[src/rtl/spi_pf_pkg.sv]
// Shared definitions for the SPI prefetch master: sequencer states and the
// layout of the write port's address and control word.
package spi_pf_pkg;

    typedef enum logic [1:0] {
        ST_IDLE  = 2'd0,
        ST_SHIFT = 2'd1,
        ST_GAP   = 2'd2
    } xfer_state_e;

    localparam logic ADDR_DATA = 1'b0;
    localparam logic ADDR_CTRL = 1'b1;

    localparam int CTRL_GO_BIT  = 0;
    localparam int CTRL_BUF_BIT = 1;
    localparam int CTRL_GAP_LSB = 2;

endpackage

[src/rtl/spi_pf_regs.sv]
// Holding buffer and control register of the SPI prefetch master.
// Accepts a data write only when the holding buffer is vacant, and (when
// buffered mode is off) only while the engine is idle. The go bit is not
// stored: it is passed on as a one-cycle strobe.
// Assumes DATA_W >= CTRL_GAP_LSB + GAP_W.
module spi_pf_regs
    import spi_pf_pkg::*;
#(
    parameter int DATA_W = 8,
    parameter int GAP_W  = 4
) (
    input  logic              clk,
    input  logic              rst_n,
    input  logic              wr_en_i,
    input  logic              wr_addr_i,
    input  logic [DATA_W-1:0] wr_data_i,
    input  logic              busy_i,
    input  logic              take_i,
    output logic [DATA_W-1:0] hold_data_o,
    output logic              hold_full_o,
    output logic              buf_en_o,
    output logic [GAP_W-1:0]  gap_o,
    output logic              go_o
);

    logic [DATA_W-1:0] hold_data_q;
    logic              hold_full_q;
    logic              buf_en_q;
    logic [GAP_W-1:0]  gap_q;
    logic              data_wr;
    logic              ctrl_wr;
    logic              accept;

    // Decode the write port into data and control strobes.
    assign data_wr = wr_en_i && (wr_addr_i == ADDR_DATA);
    assign ctrl_wr = wr_en_i && (wr_addr_i == ADDR_CTRL);
    assign accept  = data_wr && !hold_full_q && (buf_en_q || !busy_i);

    // Holding buffer: filled by an accepted write, emptied when the sequencer takes it.
    always_ff @(posedge clk) begin
        if (!rst_n) begin
            hold_full_q <= 1'b0;
            hold_data_q <= '0;
        end else if (take_i) begin
            hold_full_q <= 1'b0;
        end else if (accept) begin
            hold_full_q <= 1'b1;
            hold_data_q <= wr_data_i;
        end
    end

    // Control register: buffered-mode enable and suspend gap length.
    always_ff @(posedge clk) begin
        if (!rst_n) begin
            buf_en_q <= 1'b0;
            gap_q    <= '0;
        end else if (ctrl_wr) begin
            buf_en_q <= wr_data_i[CTRL_BUF_BIT];
            gap_q    <= wr_data_i[CTRL_GAP_LSB +: GAP_W];
        end
    end

    generate
        if (DATA_W > CTRL_GAP_LSB + GAP_W) begin : g_rsv
            logic rsv_unused;
            assign rsv_unused = ^wr_data_i[DATA_W-1:CTRL_GAP_LSB+GAP_W];
        end
    endgenerate

    assign hold_data_o = hold_data_q;
    assign hold_full_o = hold_full_q;
    assign buf_en_o    = buf_en_q;
    assign gap_o       = gap_q;
    assign go_o        = ctrl_wr && wr_data_i[CTRL_GO_BIT];

    AST_FULL_WRITE_IGNORED: assert property (@(posedge clk) disable iff (!rst_n)
        (hold_full_q && data_wr && !take_i) |=> $stable(hold_data_q));
    AST_TAKE_NEEDS_WORD: assert property (@(posedge clk) disable iff (!rst_n)
        take_i |-> hold_full_q);
    AST_SINGLE_BUSY_BLOCKS: assert property (@(posedge clk) disable iff (!rst_n)
        (!buf_en_q && busy_i && data_wr && !take_i) |=> (hold_full_q == $past(hold_full_q)));

endmodule

[src/rtl/spi_pf_seq.sv]
// Transfer sequencer of the SPI prefetch master. Three states: idle, shifting
// and suspend gap. It counts system-clock ticks inside each bit period and bits
// inside each byte, and it issues strobes to the shifter for load, rising SCLK,
// falling SCLK and end of byte. It chains to the next byte when buffered mode
// is on and a byte is held.
// Assumes CLK_DIV is even and at least 2.
module spi_pf_seq
    import spi_pf_pkg::*;
#(
    parameter int DATA_W  = 8,
    parameter int CLK_DIV = 4,
    parameter int GAP_W   = 4
) (
    input  logic             clk,
    input  logic             rst_n,
    input  logic             hold_full_i,
    input  logic             buf_en_i,
    input  logic             go_i,
    input  logic [GAP_W-1:0] gap_i,
    output logic             take_o,
    output logic             rise_o,
    output logic             fall_o,
    output logic             done_o,
    output logic             active_o,
    output logic             shifting_o
);

    localparam int HALF   = CLK_DIV / 2;
    localparam int TICK_W = (CLK_DIV > 2) ? $clog2(CLK_DIV) : 1;
    localparam int BIT_W  = (DATA_W > 2) ? $clog2(DATA_W) : 1;
    localparam int GAPC_W = $clog2(((2 ** GAP_W) + 1) * CLK_DIV);

    xfer_state_e       state_q, state_d;
    logic [TICK_W-1:0] tick_q;
    logic [BIT_W-1:0]  bit_q;
    logic [GAPC_W-1:0] gap_cnt_q;
    logic              start_idle;
    logic              last_tick;
    logic              done;
    logic              chain;
    logic              gap_zero;

    // Event decode from the current state and counters.
    assign start_idle = (state_q == ST_IDLE) && hold_full_i && (buf_en_i || go_i);
    assign last_tick  = (state_q == ST_SHIFT) && (tick_q == TICK_W'(CLK_DIV - 1));
    assign done       = last_tick && (bit_q == BIT_W'(DATA_W - 1));
    assign chain      = done && buf_en_i && hold_full_i;
    assign gap_zero   = (gap_cnt_q == '0);

    // Next-state selection.
    always_comb begin
        state_d = state_q;
        case (state_q)
            ST_IDLE:  if (start_idle) state_d = ST_SHIFT;
            ST_SHIFT: if (done)       state_d = chain ? ST_GAP : ST_IDLE;
            ST_GAP:   if (gap_zero)   state_d = ST_SHIFT;
            default:                  state_d = ST_IDLE;
        endcase
    end

    // State register.
    always_ff @(posedge clk) begin
        if (!rst_n) state_q <= ST_IDLE;
        else        state_q <= state_d;
    end

    // Tick and bit counters: they run only while shifting and rest at zero otherwise.
    always_ff @(posedge clk) begin
        if (!rst_n || state_q != ST_SHIFT) begin
            tick_q <= '0;
            bit_q  <= '0;
        end else if (last_tick) begin
            tick_q <= '0;
            bit_q  <= done ? '0 : bit_q + 1'b1;
        end else begin
            tick_q <= tick_q + 1'b1;
        end
    end

    // Suspend gap counter: loaded on a chained end of byte, then counts down.
    always_ff @(posedge clk) begin
        if (!rst_n) begin
            gap_cnt_q <= '0;
        end else if (chain) begin
            gap_cnt_q <= GAPC_W'((int'(gap_i) + 2) * CLK_DIV - 1);
        end else if (state_q == ST_GAP && !gap_zero) begin
            gap_cnt_q <= gap_cnt_q - 1'b1;
        end
    end

    assign take_o     = start_idle || chain;
    assign rise_o     = (state_q == ST_SHIFT) && (tick_q == TICK_W'(HALF - 1));
    assign fall_o     = last_tick;
    assign done_o     = done;
    assign active_o   = (state_q != ST_IDLE);
    assign shifting_o = (state_q == ST_SHIFT);

    AST_STOP_ONLY_WHEN_DRY: assert property (@(posedge clk) disable iff (!rst_n)
        (state_q == ST_IDLE && $past(state_q) == ST_SHIFT) |-> $past(!(buf_en_i && hold_full_i)));
    AST_GAP_ONLY_ON_CHAIN: assert property (@(posedge clk) disable iff (!rst_n)
        (state_q == ST_GAP && $past(state_q) == ST_SHIFT) |-> $past(buf_en_i && hold_full_i));
    AST_NO_START_WITHOUT_WORD: assert property (@(posedge clk) disable iff (!rst_n)
        (state_q == ST_IDLE && !hold_full_i) |=> (state_q == ST_IDLE));

endmodule

[src/rtl/spi_pf_shifter.sv]
// Serial data path of the SPI prefetch master: the transmit shift register, the
// SCLK phase flop and the receive shift register. It acts only on strobes from
// the sequencer. A load takes priority over a shift on the same edge.
// Assumes DATA_W >= 2.
module spi_pf_shifter #(
    parameter int DATA_W = 8
) (
    input  logic              clk,
    input  logic              rst_n,
    input  logic              load_i,
    input  logic [DATA_W-1:0] load_data_i,
    input  logic              rise_i,
    input  logic              fall_i,
    input  logic              done_i,
    input  logic              active_i,
    input  logic              shifting_i,
    input  logic              miso_i,
    output logic              sclk_o,
    output logic              mosi_o,
    output logic [DATA_W-1:0] rx_data_o
);

    logic [DATA_W-1:0] tx_sh_q;
    logic [DATA_W-1:0] rx_sh_q;
    logic [DATA_W-1:0] rx_data_q;
    logic              sclk_q;

    // Transmit shift register: load a new byte, or advance one bit at falling SCLK.
    always_ff @(posedge clk) begin
        if (!rst_n)      tx_sh_q <= '0;
        else if (load_i) tx_sh_q <= load_data_i;
        else if (fall_i) tx_sh_q <= {tx_sh_q[DATA_W-2:0], 1'b0};
    end

    // SCLK phase: high from mid bit period until the end of the bit period.
    always_ff @(posedge clk) begin
        if (!rst_n || load_i || fall_i) sclk_q <= 1'b0;
        else if (rise_i)                sclk_q <= 1'b1;
    end

    // Receive path: sample MISO at each rising SCLK, publish the byte at end of byte.
    always_ff @(posedge clk) begin
        if (!rst_n) begin
            rx_sh_q   <= '0;
            rx_data_q <= '0;
        end else begin
            if (rise_i) rx_sh_q   <= {rx_sh_q[DATA_W-2:0], miso_i};
            if (done_i) rx_data_q <= rx_sh_q;
        end
    end

    assign sclk_o    = sclk_q;
    assign mosi_o    = active_i && tx_sh_q[DATA_W-1];
    assign rx_data_o = rx_data_q;

    AST_SCLK_IDLE_LOW: assert property (@(posedge clk) disable iff (!rst_n)
        !active_i |-> !sclk_q);
    AST_SCLK_LOW_IN_GAP: assert property (@(posedge clk) disable iff (!rst_n)
        (active_i && !shifting_i) |-> !sclk_q);

endmodule

[src/rtl/spi_prefetch_master.sv]
// Top level of the SPI master transmit engine with a prefetch holding buffer.
// It ties the register/holding-buffer stage, the transfer sequencer and the
// serial shifter together. Slave select is asserted while a transfer or an
// inter-transfer gap is in progress.
// Assumes a single clock domain, with MISO already synchronised to clk.
module spi_prefetch_master #(
    parameter int DATA_W  = 8,
    parameter int CLK_DIV = 4,
    parameter int GAP_W   = 4
) (
    input  logic              clk,
    input  logic              rst_n,
    input  logic              wr_en,
    input  logic              wr_addr,
    input  logic [DATA_W-1:0] wr_data,
    output logic              tx_empty,
    output logic              tx_full,
    output logic              busy,
    output logic [DATA_W-1:0] rx_data,
    output logic              spi_sclk,
    output logic              spi_mosi,
    input  logic              spi_miso,
    output logic              spi_ss_n
);

    logic [DATA_W-1:0] hold_data;
    logic              hold_full;
    logic              buf_en;
    logic [GAP_W-1:0]  gap_val;
    logic              go;
    logic              take;
    logic              rise;
    logic              fall;
    logic              done;
    logic              active;
    logic              shifting;

    spi_pf_regs #(
        .DATA_W (DATA_W),
        .GAP_W  (GAP_W)
    ) u_regs (
        .clk         (clk),
        .rst_n       (rst_n),
        .wr_en_i     (wr_en),
        .wr_addr_i   (wr_addr),
        .wr_data_i   (wr_data),
        .busy_i      (active),
        .take_i      (take),
        .hold_data_o (hold_data),
        .hold_full_o (hold_full),
        .buf_en_o    (buf_en),
        .gap_o       (gap_val),
        .go_o        (go)
    );

    spi_pf_seq #(
        .DATA_W  (DATA_W),
        .CLK_DIV (CLK_DIV),
        .GAP_W   (GAP_W)
    ) u_seq (
        .clk         (clk),
        .rst_n       (rst_n),
        .hold_full_i (hold_full),
        .buf_en_i    (buf_en),
        .go_i        (go),
        .gap_i       (gap_val),
        .take_o      (take),
        .rise_o      (rise),
        .fall_o      (fall),
        .done_o      (done),
        .active_o    (active),
        .shifting_o  (shifting)
    );

    spi_pf_shifter #(
        .DATA_W (DATA_W)
    ) u_shift (
        .clk         (clk),
        .rst_n       (rst_n),
        .load_i      (take),
        .load_data_i (hold_data),
        .rise_i      (rise),
        .fall_i      (fall),
        .done_i      (done),
        .active_i    (active),
        .shifting_i  (shifting),
        .miso_i      (spi_miso),
        .sclk_o      (spi_sclk),
        .mosi_o      (spi_mosi),
        .rx_data_o   (rx_data)
    );

    // Status and slave-select outputs.
    assign tx_full  = hold_full;
    assign tx_empty = !hold_full;
    assign busy     = active;
    assign spi_ss_n = !active;

    AST_START_NEEDS_TRIGGER: assert property (@(posedge clk) disable iff (!rst_n)
        $rose(busy) |-> $past(buf_en || go));

endmodule

[config.mk]
export PLATFORM = sky130hd
export DESIGN_NAME = spi_prefetch_master
export DESIGN_NICKNAME = d
export VERILOG_FILES = /design/src/rtl/spi_pf_pkg.sv /design/src/rtl/spi_pf_regs.sv /design/src/rtl/spi_pf_seq.sv /design/src/rtl/spi_pf_shifter.sv /design/src/rtl/spi_prefetch_master.sv
export SDC_FILE = /design/constraint.sdc
export NUM_CORES = 1
export LEC_CHECK = 0
export BUFFER_PORTS_ARGS = -buffer_cell sky130_fd_sc_hd__buf_2
export CORE_ASPECT_RATIO = 1.25
export CORE_MARGIN = 4
export CORE_UTILIZATION = 57
export DETAILED_ROUTE_END_ITERATION = 6
export PLACE_DENSITY_LB_ADDON = 0.25
export SETUP_SLACK_MARGIN = 0.15
export SLEW_MARGIN = 40
export SYNTH_ARGS = -nofsm -noshare
export SYNTH_HDL_FRONTEND = slang
export SYNTH_HIERARCHICAL = 1
export SYNTH_SLANG_ARGS = --single-unit
export TNS_END_PERCENT = 10
[constraint.sdc]
create_clock -name clk -period 5.5 [get_ports clk]
set_input_delay 0.55 -clock clk [delete_from_list [all_inputs] [get_ports clk]]
set_output_delay 0.55 -clock clk [all_outputs]
set_load 0.05 [all_outputs]
### Word-level counts from Yosys, hierarchy flattened

Index checks and enable logic that the tools add are counted.
Widths: inputs -> output; s select.

| word-level totals | value |
|---|---|
| flip-flop bits (word level) | 53 |
| bits of input ports | 13 |
| output and inout port bits | 14 |
| word-level logic and storage cells | 72 |

| operators by class | value |
|---|---|
| add/subtract/negate cells | 5 |
| equality and inequality tests | 9 |
| mux-type cells | 10 |
| bitwise gates (word level) | 3 |
| reductions and logical operators | 33 |

Operators by type and width:

| operator | count |
|---|---|
| $mux 8 | 2 |
| $logic_and 1x1->1 | 14 |
| $mux 7 | 2 |
| $mux 2 | 4 |
| $ne 2x1->1 const B | 4 |
| $logic_not 7->1 | 1 |
| $sub 7x1->7 const B | 1 |
| $sub 7x2->7 const B | 1 |
| $logic_or 1x1->1 | 6 |
| $pmux 2 s3 | 1 |
| $reduce_bool 2->1 | 3 |
| $add 4x2->5 const B | 1 |
| $eq 2x1->1 const B | 2 |
| $eq 2x2->1 const B | 2 |
| $logic_not 1->1 | 4 |
| $reduce_or 2->1 | 2 |
| $add 3x1->3 const B | 1 |
| $eq 3x3->1 const B | 1 |
| $mux 3 | 1 |
| $not 1->1 | 3 |
| $reduce_and 3->1 | 1 |
| $add 2x1->2 const B | 1 |
| $logic_not 2->1 | 1 |
| $reduce_and 2->1 | 1 |

### Depth between registers and ports, before layout

| depth | value |
|---|---|
| depth in word-level cells | 8 |
| mapped depth | 8 |
| depth with buffers taken out | 7 |

### By module

Netlist, hierarchy kept.

Modules (own cells, without submodules):

| module | times used | cells an instance | area each (um^2) | seq. area each (um^2) |
|---|---|---|---|---|
| spi_pf_shifter | 1 | 90 | 1,054.8 | 500.5 |
| spi_pf_seq | 1 | 98 | 860.8 | 280.3 |
| spi_pf_regs | 1 | 62 | 578.1 | 280.3 |
| spi_prefetch_master | 1 | 2 | 7.5 | 0.0 |

### Worst setup path after synthesis

No wires, ideal clock.

| path | value |
|---|---|
| path kind | register to register |
| start point | reg u_seq.bit_q[0] |
| end point | reg u_regs.hold_data_q[0] (netlist: u_regs/hold_data_o[0]) |
| data arrival time | 2.130 ns |
| data required time | 5.428 ns |
| setup slack | 3.298 ns |
| cell stages (with the launch flop) | 8 |
| path buffers | 0 |
| period minus slack after synthesis | 2.202 ns |
| cells stage by stage | dfxtp_1 ha_1 ha_1 and4b_2 nand3_1 a21oi_1 nor4_4 mux2i_1 |

| on the way | value |
|---|---|
| longest elaborated chain between the ends | 7 |

Ends and longest elaborated chain:

| item | line | text |
|---|---|---|
| from (decl) | spi_pf_seq.sv:35 | `logic [BIT_W-1:0] bit_q;` |
| from (signal assigned) | spi_pf_seq.sv:74 | `bit_q <= done ? '0 : bit_q + 1'b1;` |
| $eq 3x3->1 | spi_pf_seq.sv:46 | `assign done = last_tick && (bit_q == BIT_W'(DATA_W - 1));` |
| $logic_and 1x1->1 | spi_pf_seq.sv:46 |  |
| named net done | spi_prefetch_master.sv:34 | `logic done;` |
| $logic_and 1x1->1 (2 in a row) | spi_pf_seq.sv:47 | `assign chain = done && buf_en_i && hold_full_i;` |
| $logic_or 1x1->1 | spi_pf_seq.sv:91 | `assign take_o = start_idle \|\| chain;` |
| named net take | spi_prefetch_master.sv:31 | `logic take;` |
| $not 1->1 (no source line) | n/a |  |
| $reduce_and 2->1 (no source line) | n/a |  |
| to (signal assigned) | spi_pf_regs.sv:48 | `hold_data_q <= wr_data_i;` |
| to (decl) | spi_pf_regs.sv:26 | `logic [DATA_W-1:0] hold_data_q;` |

The timed path passes the listed nets, and every way through them passes these cells.
A chain may end at the register's enable or synchronous reset.

### Final worst setup path

| path | value |
|---|---|
| start point | reg u_seq.bit_q[0] |
| end point | reg u_regs.hold_data_q[7] (netlist: u_regs/hold_data_o[7]) |

The elaborated chain is that of the path after synthesis.

==> impl_results.md <==
* Share of synthesized area occupied by flip-flops and latches at 0.424
* CTS Hold Bufs at 0
* Row count at 26
* Post-CTS sizing at 0
* Number of synthesized register bits at 53
* Start-to-end type of the worst setup path: reg -> reg
* Maximum number of pins on one net before global-route repair at 52
* Max capacitance violation total at 0
* Layout overhead on the synthesized area at 9.86%
* Total Nets Final at 297
* H-tree levels at 2
* Share of the clock period used by the worst path after layout at 0.476
* Width of the die at 67.3 um
* Finish-stage setup viols at 0
* Number of synthesized flops with an enable pin at 0
* Total clock buffers created by CTS at 5
* CORE AREA at 4160 um^2
* Type of the worst min-delay path: reg -> reg
* Syn. warnings at 6
* Critical Path Start Type: register
* Run status: completed
* Max Root-Sink Buffers at 2
* Vias at 1794
* Rel. slew slack at 0.489
* Fmax achieved at 382 MHz
* Total Negative Setup Slacks at 0 ps
* Post-CTS setup repair buffer count at 0
* Ant. Diodes at 0
* Post-synthesis cell type count at 48
* Source-to-sink clock delay at the later pin of the worst-skew pair at 310 ps
* End-of-flow core utilization at 0.660
* Residual DRC at 0
* Post-Syn Nets at 273
* Pre-antenna DRT Iters at 4
* Mapped Area at 2500 um^2
* Routed wire length per instance at 13.3 um
* Minimum clock period at 2620 ps
* Average vias per placed instance at 5.39
* Area post-placement at 2660 um^2
* Number of nets with antenna violations after routing at 0
* Static leakage at 1.10 nW
* Average size of a mapped cell at 9.93 um^2
* Detailed Route Iter0 Violations at 103
* Cell area after layout at 2750 um^2
* Routability-driven placement congestion ratio at 0.900
* Root Buffer Master: clkbuf_8
* Number of global-route vias before repair at 1817
* Ys async rst share at 0
* Number of I/O pins at 27
* Global-route congestion overflow total at 0
* Power density relative to cell area at 242 nW/um^2
* Max Fanout on Critical Path at 19
* Max-slew violation count at 0
* Slew at the pin closest to its max-slew limit at 766 ps
* Clk sinks at 53
* First-pass GRT wire length at 7.91 mm
* Chip height at 82.1 um
* Post-DP HPWL at 3.05 mm
* Number of endpoints with negative hold slack in the final report at 0
* CTS tree: yes
* I/O Buffers at 26
* Highest ir drop seen on vdd at 0.203 mV
* Clock skew after layout at 6.21 ps
* RSZ-0062 raised after global routing: no
* Die outline area at 5520 um^2
* Initial antenna violation count at 0
* Overall routing resource usage at 0.187
* Worst path required time at 5740 ps
* Crit path capture type: register
* Clk slew on worst S/H paths at 90 ps
* Syn Inst Count at 252
* Main synth FF type: dfxtp_1
* Starting Density at 0.601
* Detailed Route WL at 4.43 mm
* Critical Path AT at 2850 ps
* Share of layout cells above drive strength 1 at 0.188
layout make-up:
cell class                      instances  area, um^2
Inverter                                8        30.0
Clock buffer                            5        68.8
Tap cell                               56        70.1
Clock inverter                          3        22.5
Fill cell                             385        1420
Multi-Input combinational cell        181        1360
Sequential cell                        53        1060
Timing Repair Buffer                   27         138
flip-flops by register name, indices dropped and copies added, names as in the netlist:
register and flops:
u_seq/bit_q 3, u_shift/rx_data_o 8, u_shift/sclk_o 1, u_shift/tx_sh_q 8
u_seq/tick_q 2, u_regs/hold_data_o 8, u_seq/state_q 2, u_regs/buf_en_o 1
u_regs/gap_o 4, u_seq/gap_cnt_q 7, u_regs/hold_full_o 1, u_shift/rx_sh_q 8
Yosys cell counts (2+ instances only):
| library cell | number | area (um^2) |
|---|---|---|
| a211oi_1 | 8 | 60.1 |
| a21boi_0 | 5 | 37.5 |
| a21oi_1 | 5 | 25.0 |
| a311oi_1 | 2 | 17.5 |
| a31oi_1 | 2 | 12.5 |
| and2_1 | 3 | 18.8 |
| buf_2 | 3 | 15.0 |
| clkbuf_1 | 5 | 18.8 |
| dfxtp_1 | 53 | 1060 |
| ha_1 | 8 | 100 |
| inv_1 | 8 | 30.0 |
| mux2_4 | 7 | 105 |
| mux2i_1 | 25 | 250 |
| nand2_1 | 27 | 101 |
| nand2b_1 | 11 | 68.8 |
| nand3_1 | 9 | 45.0 |
| nand3b_1 | 3 | 22.5 |
| nor2_1 | 6 | 22.5 |
| nor2b_1 | 17 | 106 |
| nor3_1 | 7 | 35.0 |
| o211a_1 | 7 | 70.1 |
| o21ai_0 | 3 | 15.0 |
| o31ai_1 | 2 | 15.0 |
| or2_2 | 2 | 12.5 |
metrics by stage:
stage	power [mW]	cells	worst slack [ps]	hold slack, ps
2_1_floorplan	0.440	252	3300	430
3_5_place_dp	0.455	325	2890	450
4_1_cts	0.673	333	2880	464
5_1_grt	0.696	333	2700	493
3_3_place_gp	0.454	325	2980	442
6_report	0.664	333	2880	461
critical path, stage by stage, from the launching register on:
cell and delay (ps):
dfxtp_1 340, ha_1 210, ha_1 240, and4b_2 360, nand3_1 210, a21oi_1 90
buf_4 210, nor4_4 630, mux2i_1 260
power by group:
group | switching [mW] | total, mW | internal, mW | leakage [nW]
Sequential | 0.00654 | 0.398 | 0.391 | 0.429
Combinational | 0.0268 | 0.0479 | 0.0211 | 0.620
Clock | 0.128 | 0.218 | 0.0905 | 0.0481
Total | 0.161 | 0.664 | 0.503 | 1.10
logic make-up (layout without fill, tap and decap cells):
kind of cell    Yosys count  count (layout)  synth area share
mux                      32              32             0.142
buf+inv                  18              43            0.0330
simple gates             97              97             0.222
flops                    53              53             0.424
fa+ha+maj                 8               8            0.0400
xor+xnor                  1               1           0.00350
compound gates           43              43             0.135
final timing paths:
kind / from / end / slack [ps] / depth (start not counted)
hold reg to reg: u_regs/hold_data_o[0] / u_regs/hold_data_o[0] / 460 / 2
setup / recovery: u_seq/bit_q[0] / u_regs/hold_data_o[7] / 2880 / 8
setup reg to reg: u_seq/bit_q[0] / u_regs/hold_data_o[7] / 2880 / 8
hold / removal: u_regs/hold_data_o[0] / u_regs/hold_data_o[0] / 460 / 2
metal layers:
layer,part of all wire,routed length (um),GRT usage,vias up
li1,-,-,-,937
met1,0.50,2200,0.235,820
met2,0.44,1950,0.302,29
met4,0.026,114,0.0933,0
met5,0,0,0,-
met3,0.037,166,0.0383,8
cell usage in the layout (no fill, tap or decap), types with 2 or more instances in the layout:
| cell | instances |
|---|---|
| mux2_4 | 7 |
| nor2_1 | 6 |
| a31oi_1 | 2 |
| dfxtp_1 | 53 |
| o31ai_1 | 2 |
| inv_1 | 8 |
| or2_2 | 2 |
| o21ai_0 | 3 |
| nor2b_1 | 17 |
| and2_1 | 3 |
| clkbuf_8 | 5 |
| nand3b_1 | 3 |
| nor3_1 | 7 |
| nand2_1 | 27 |
| nand2b_1 | 11 |
| a21oi_1 | 5 |
| a21boi_0 | 5 |
| a211oi_1 | 8 |
| o211a_1 | 7 |
| mux2i_1 | 25 |
| clkinv_4 | 2 |
| buf_2 | 26 |
| nand3_1 | 9 |
| a311oi_1 | 2 |
| ha_1 | 8 |
Note: power is estimated with default switching activity, not from simulation.
